File: src/rtl/pwmq_pkg.sv
package pwmq_pkg;
    // Shortest period or high time, in cycles, the generator can produce.
    localparam int unsigned MIN_CYC = 2;
endpackage

File: src/rtl/pwmq_period_cap.sv
module pwmq_period_cap #(
    parameter int unsigned LOAD_W = 16,
    localparam int unsigned CYC_W = LOAD_W + 1
) (
    input  logic [CYC_W-1:0]  req_period,
    input  logic [LOAD_W-1:0] max_count,
    output logic [CYC_W-1:0]  max_period,
    output logic [CYC_W-1:0]  period_cyc,
    output logic              too_short
);
    import pwmq_pkg::*;

    always_comb begin
        max_period = {1'b0, max_count} + CYC_W'(MIN_CYC);
        // round down only: cap at the longest period, never extend
        period_cyc = (req_period > max_period) ? max_period : req_period;
        too_short  = period_cyc < CYC_W'(MIN_CYC);
    end
endmodule

File: src/rtl/pwmq_duty_fit.sv
module pwmq_duty_fit #(
    parameter int unsigned LOAD_W = 16,
    localparam int unsigned CYC_W = LOAD_W + 1
) (
    input  logic [CYC_W-1:0] req_duty,
    input  logic [CYC_W-1:0] max_period,
    input  logic [CYC_W-1:0] period_cyc,
    output logic [CYC_W-1:0] duty_cyc
);
    import pwmq_pkg::*;

    logic [CYC_W-1:0] lim_max;
    logic [CYC_W-1:0] lim_per;
    logic [CYC_W-1:0] folded;

    always_comb begin
        lim_max = (req_duty > max_period) ? max_period : req_duty;
        lim_per = (lim_max > period_cyc) ? period_cyc : lim_max;
        // a full-period high time is not producible: give one cycle back
        folded  = (lim_per == period_cyc) ? period_cyc - CYC_W'(1) : lim_per;
        // too short to produce: encode as no high time at all
        duty_cyc = (folded < CYC_W'(MIN_CYC)) ? period_cyc : folded;
    end
endmodule

File: src/rtl/pwm_req_quantizer.sv
module pwm_req_quantizer #(
    parameter int unsigned LOAD_W = 16,
    localparam int unsigned CYC_W = LOAD_W + 1
) (
    input  logic              clk,
    input  logic              rst_n,
    input  logic              req_valid,
    input  logic [CYC_W-1:0]  req_period,
    input  logic [CYC_W-1:0]  req_duty,
    input  logic [LOAD_W-1:0] max_count,
    output logic              res_valid,
    output logic [LOAD_W-1:0] period_load,
    output logic [LOAD_W-1:0] duty_load,
    output logic              range_err
);
    import pwmq_pkg::*;

    typedef struct packed {
        logic              vld;
        logic              err;
        logic [LOAD_W-1:0] per;
        logic [LOAD_W-1:0] dut;
    } res_t;

    res_t st_d, st_q;

    logic [CYC_W-1:0] max_period;
    logic [CYC_W-1:0] period_cyc;
    logic [CYC_W-1:0] duty_cyc;
    logic             too_short;
    logic [CYC_W-1:0] per_off;
    logic [CYC_W-1:0] dut_off;

    pwmq_period_cap #(.LOAD_W(LOAD_W)) i_cap (
        .req_period (req_period),
        .max_count  (max_count),
        .max_period (max_period),
        .period_cyc (period_cyc),
        .too_short  (too_short)
    );

    pwmq_duty_fit #(.LOAD_W(LOAD_W)) i_fit (
        .req_duty   (req_duty),
        .max_period (max_period),
        .period_cyc (period_cyc),
        .duty_cyc   (duty_cyc)
    );

    always_comb begin
        per_off = period_cyc - CYC_W'(MIN_CYC);
        dut_off = duty_cyc - CYC_W'(MIN_CYC);
        st_d     = st_q;
        st_d.vld = req_valid;
        if (req_valid) begin
            if (too_short) begin
                st_d.err = 1'b1;
                st_d.per = '0;
                st_d.dut = '0;
            end else begin
                st_d.err = 1'b0;
                st_d.per = per_off[LOAD_W-1:0];
                st_d.dut = dut_off[LOAD_W-1:0];
            end
        end
    end

    always_ff @(posedge clk or negedge rst_n) begin
        if (!rst_n) st_q <= '0;
        else        st_q <= st_d;
    end

    assign res_valid   = st_q.vld;
    assign range_err   = st_q.err;
    assign period_load = st_q.per;
    assign duty_load   = st_q.dut;
endmodule

File: config.mk
export PLATFORM = sky130hd
export DESIGN_NAME = pwm_req_quantizer
export DESIGN_NICKNAME = d
export VERILOG_FILES = /design/src/rtl/pwmq_pkg.sv /design/src/rtl/pwmq_period_cap.sv /design/src/rtl/pwmq_duty_fit.sv /design/src/rtl/pwm_req_quantizer.sv
export SDC_FILE = /design/constraint.sdc
export NUM_CORES = 1
export LEC_CHECK = 0
export ABC_AREA = 1
export CORE_UTILIZATION = 62
export CTS_BUF_LIST = sky130_fd_sc_hd__clkbuf_8
export DETAILED_ROUTE_END_ITERATION = 16
export PLACE_DENSITY = 0.95
export SKIP_CTS_REPAIR_TIMING = 1
export SYNTH_ARGS = -nofsm -noshare
export SYNTH_HDL_FRONTEND = slang
export SYNTH_SLANG_ARGS = --single-unit
export TNS_END_PERCENT = 10
File: constraint.sdc
create_clock -name clk -period 1.99 [get_ports clk]
set_input_delay 0.2985 -clock clk [delete_from_list [all_inputs] [get_ports clk]]
set_output_delay 0.2985 -clock clk [all_outputs]
set_load 0.05 [all_outputs]
==> run summary, run 1 <==
Die X: 98.5 um
Adder-cell share of the synthesized area: 11.3%
Post-synth ARST share: 100%
Mapped Avg Cell Area: 5.98 sq um
Syn nets: 1069
Largest family of logic cells by synthesized area: simple AND/OR/NAND/NOR gates
Mux cell area share after synthesis: 0%
Netlist Area Pre-Place: 5770 sq um
Io pins: 87
Prevailing post-synth register cell: dfrtp_1
YS warnings: 0
Err: [ERROR DPL-0033] detailed placement checks failed during check placement.
Post-Synth Simple-Gate Area: 46.5%
Fail Step: detailed placement
Die H: 98.5 um
Status: stopped before the end
Synth Area in XOR/XNOR: 3.49%
Initial core utilization: 65.2%
Yosys cell types: 45
Rows: 34
Post-synth EDFFs: 0
Synth Register Bits: 34
Post-synthesis cell count: 964
GPL Wtd Cong: 1.12
Compound-Gate Fraction of Synth Area: 13.4%
Sequential share of the synthesized area: 14.8%
HPWL after DPL: 26100 um
# port buffers: 86
[synthesized netlist by cell type, drive strengths merged (2+ instances only)]
master	number	area, sq um
dfrtp	34	851
a22o	4	35.0
nor3	10	50.1
nand2	342	1370
inv	110	413
ha	52	651
o21bai	4	30.0
xor2	22	193
nor2	106	500
a211oi	3	22.5
or2	3	18.8
clkbuf	11	41.3
and2	2	12.5
buf	15	153
o21ai	83	521
nand4	13	81.3
clkinv	2	7.51
nand3b	6	45.0
nand3	110	583
a21oi	23	115
[through the flow]
stage	cells	TNS, ns	setup WS, ns	hold slack [ns]
global placement	1386	-131.18	-5.19	0.462
floorplan	964	-101.04	-4.29	0.00291
[logic make-up after synthesis]
kind of cell,Yosys count
buf+inv,138
fa+ha+maj,52
compound gates,123
flops,34
xor+xnor,23
simple gates,594
==> run 2, diff against run 1 <==
CORE_UTILIZATION = 40   (was 62)
CTS_BUF_LIST = unset   (was sky130_fd_sc_hd__clkbuf_8)
PLACE_DENSITY = unset   (was 0.95)
PLACE_DENSITY_LB_ADDON = 0.15   (was unset)
==> run summary, run 2 <==
Worst path max stage delay: 0.48 ns
Drt drc: 0
Yosys cell types: 45
GRT Overall Usage: 30.1%
Number of vias per cell: 5.06
Clk pin slew, worst setup/hold paths: 0.05 ns
Commonest cells post-synth: nand2_1 (315), nand3_1 (105), inv_1 (95)
Final WL: 23300 um
CTS sink cnt: 34
FMAX: 154 MHz
TritonCTS buffer count: 5
Worst Path Arrival: 6.70 ns
Status: complete, but fails checks
Failing checks: setup timing
WL/cell: 15.5 um
Unrepaired setup endpoints after global routing: true
Synth Register Bits: 34
Die area: 14900 sq um
Post-synth EDFFs: 0
Post-synth ARST share: 100%
Pins over their slew limit: 0
Pin count of the biggest net entering global routing: 35
Synth top area share: 20.5%
Sw frac: 47.4%
Worst min path class: in2async
Reg-to-reg startpoint: duty_load[1]
P_leak: 5.03 nW
Area delta synth->final: 67.7%
Most numerous cell in the Yosys netlist: nand2_1
CTS tree: built
Critical-path top delay cell: or3b_4
CP endpoint kind: flip-flop
Design Power: 6.15 mW
PwrDens: 635 nW/um^2
Initial core utilization: 41.2%
Worst EP required: 2.21 ns
Mapped Avg Cell Area: 5.98 sq um
R2R Setup Slk: 1.26 ns
Nets@finish: 1431
Worst R2R Path Depth: 1
H-tree depth: 2
First-pass GRT wire length: 34500 um
Startpoint types: input port
Post-DRT Antenna Nets: 0
Final worst-path cycle share: 325%
Internal Power: 3.23 mW
Die H: 122 um
Die X: 122 um
Vias in the first global route: 6808
Prevailing post-synth register cell: dfrtp_1
Root Buffer: clkbuf_16
GPL Wtd Cong: 0.990
Initial antenna violation count: 0
DR iter-0 viols: 432
RR Endpoint: duty_load[1]
Rows: 43
Final hold violations: 0
Sequential share of the synthesized area: 14.8%
Worst-case vdd ir drop: 0.366 mV
CTS max path bufs: 2
Period minus WS final: 6.47 ns
Most frequent cells in the layout: nand2_1 (286), buf_4 (278), nand3_1 (93), inv_1 (87), clkdlybuf4s50_1 (74)
Psw: 2.91 mW
Sequential power share: 14.9%
Synth top area cells: nand2_1 (20%), dfrtp_1 (15%), ha_1 (11%)
Crit Path Max Fanout: 20
Routed vias: 7631
Worst-Margin Slew: 0.515 ns
ANT cells: 0
Io pins: 87
Max-slew headroom: 65.6%
Post-synthesis cell count: 964
Grt total ovfl: 0
Most common cell after layout, fill and taps aside: nand2_1
HPWL after DPL: 19000 um
Post-synth top area cell: nand2_1
WS Path Type: in2reg
Setup Skew: 0 ns
YS warnings: 0
Skew-Pair Late Insertion Delay: 0.28 ns
Max-cap violations: 0
CORE AREA: 14000 sq um
DR pass1 iterations: 5
Final setup viols: 33
Final worst-path setup slack: -4.48 ns
Layout cells sized above 1: 36.0%
Setup WS pre-CTS: -5.51 ns
Netlist Area Pre-Place: 5770 sq um
# port buffers: 86
Syn nets: 1069
Comb power frac: 73.0%
Clock power share: 12.1%
Critical Path Most Common Cell: nand2_1
## run 2: routing by layer
layer,vias to the layer above,global-route usage [%],part of all wire (%)
met1,3436,35.7,40
li1,3858,-,-
met2,273,55.3,50
met5,-,0,0
met4,0,12.7,4.0
met3,64,2.34,5.7
## run 2: worst max path at each step
stage / start / to / slack (ns)
final: max_count[2] / duty_load[13] / -4.48
after global routing: max_count[2] / duty_load[13] / -4.90
after floorplan: max_count[2] / duty_load[13] / -4.29
after CTS: max_count[1] / duty_load[13] / -5.24
after detailed placement: max_count[1] / duty_load[13] / -5.51
after global placement: max_count[1] / duty_load[15] / -5.36
## run 2: cell families (layout without fill, tap and decap cells)
family	count (synthesis)	in the layout	share of synthesized area, %
and+or+nand+nor	594	596	46.5
buffers and inverters	138	499	10.7
DFF	34	34	14.8
xor gates and xnor gates	23	23	3.49
AOI/OAI and AO/OA	123	123	13.4
adders and majority gates	52	52	11.3
## run 2: worst max-delay path: cells and delay by family
kind                     cells  cell delay [ns]
adder cells (fa/ha/maj)      3             0.71
AO/OA/AOI/OAI                6             0.71
AND/OR/NAND/NOR             37             4.33
buffers and inverters        5             0.59
## run 2: cell type report
class / instances / area (sq um)
clock buffers: 5 / 125
clock inverters: 3 / 21.3
fillers: 1247 / 4320
inverters: 112 / 420
multi-input cells: 794 / 4800
flip-flops and latches: 34 / 851
well taps: 180 / 225
repair buffers: 379 / 3230
## run 2: power groups by stage
stage          logic (mW)  clock network [mW]  registers [mW]
3_5_place_dp         4.10                   0           0.924
5_1_grt              4.83               0.785           0.932
2_1_floorplan        1.77                   0            1.43
4_1_cts              4.12               0.757           0.915
6_report             4.49               0.744           0.915
3_3_place_gp         4.08                   0           0.920
## run 2: through the flow
step | area [sq um] | hold WS, ns | cells | util [%] | setup TNS, ns
global route | 9670 | 0.480 | 1507 | 69.1 | -113.61
detailed placement | 8840 | 0.467 | 1471 | 63.2 | -137.12
floorplan | 5930 | 0.00291 | 964 | - | -101.04
finish | 9670 | 0.428 | 1507 | 69.1 | -102.22
global placement | 8840 | 0.462 | 1471 | 63.2 | -134.00
CTS | 8980 | 0.444 | 1479 | 64.2 | -128.26
(Power assumes the default switching activity.)
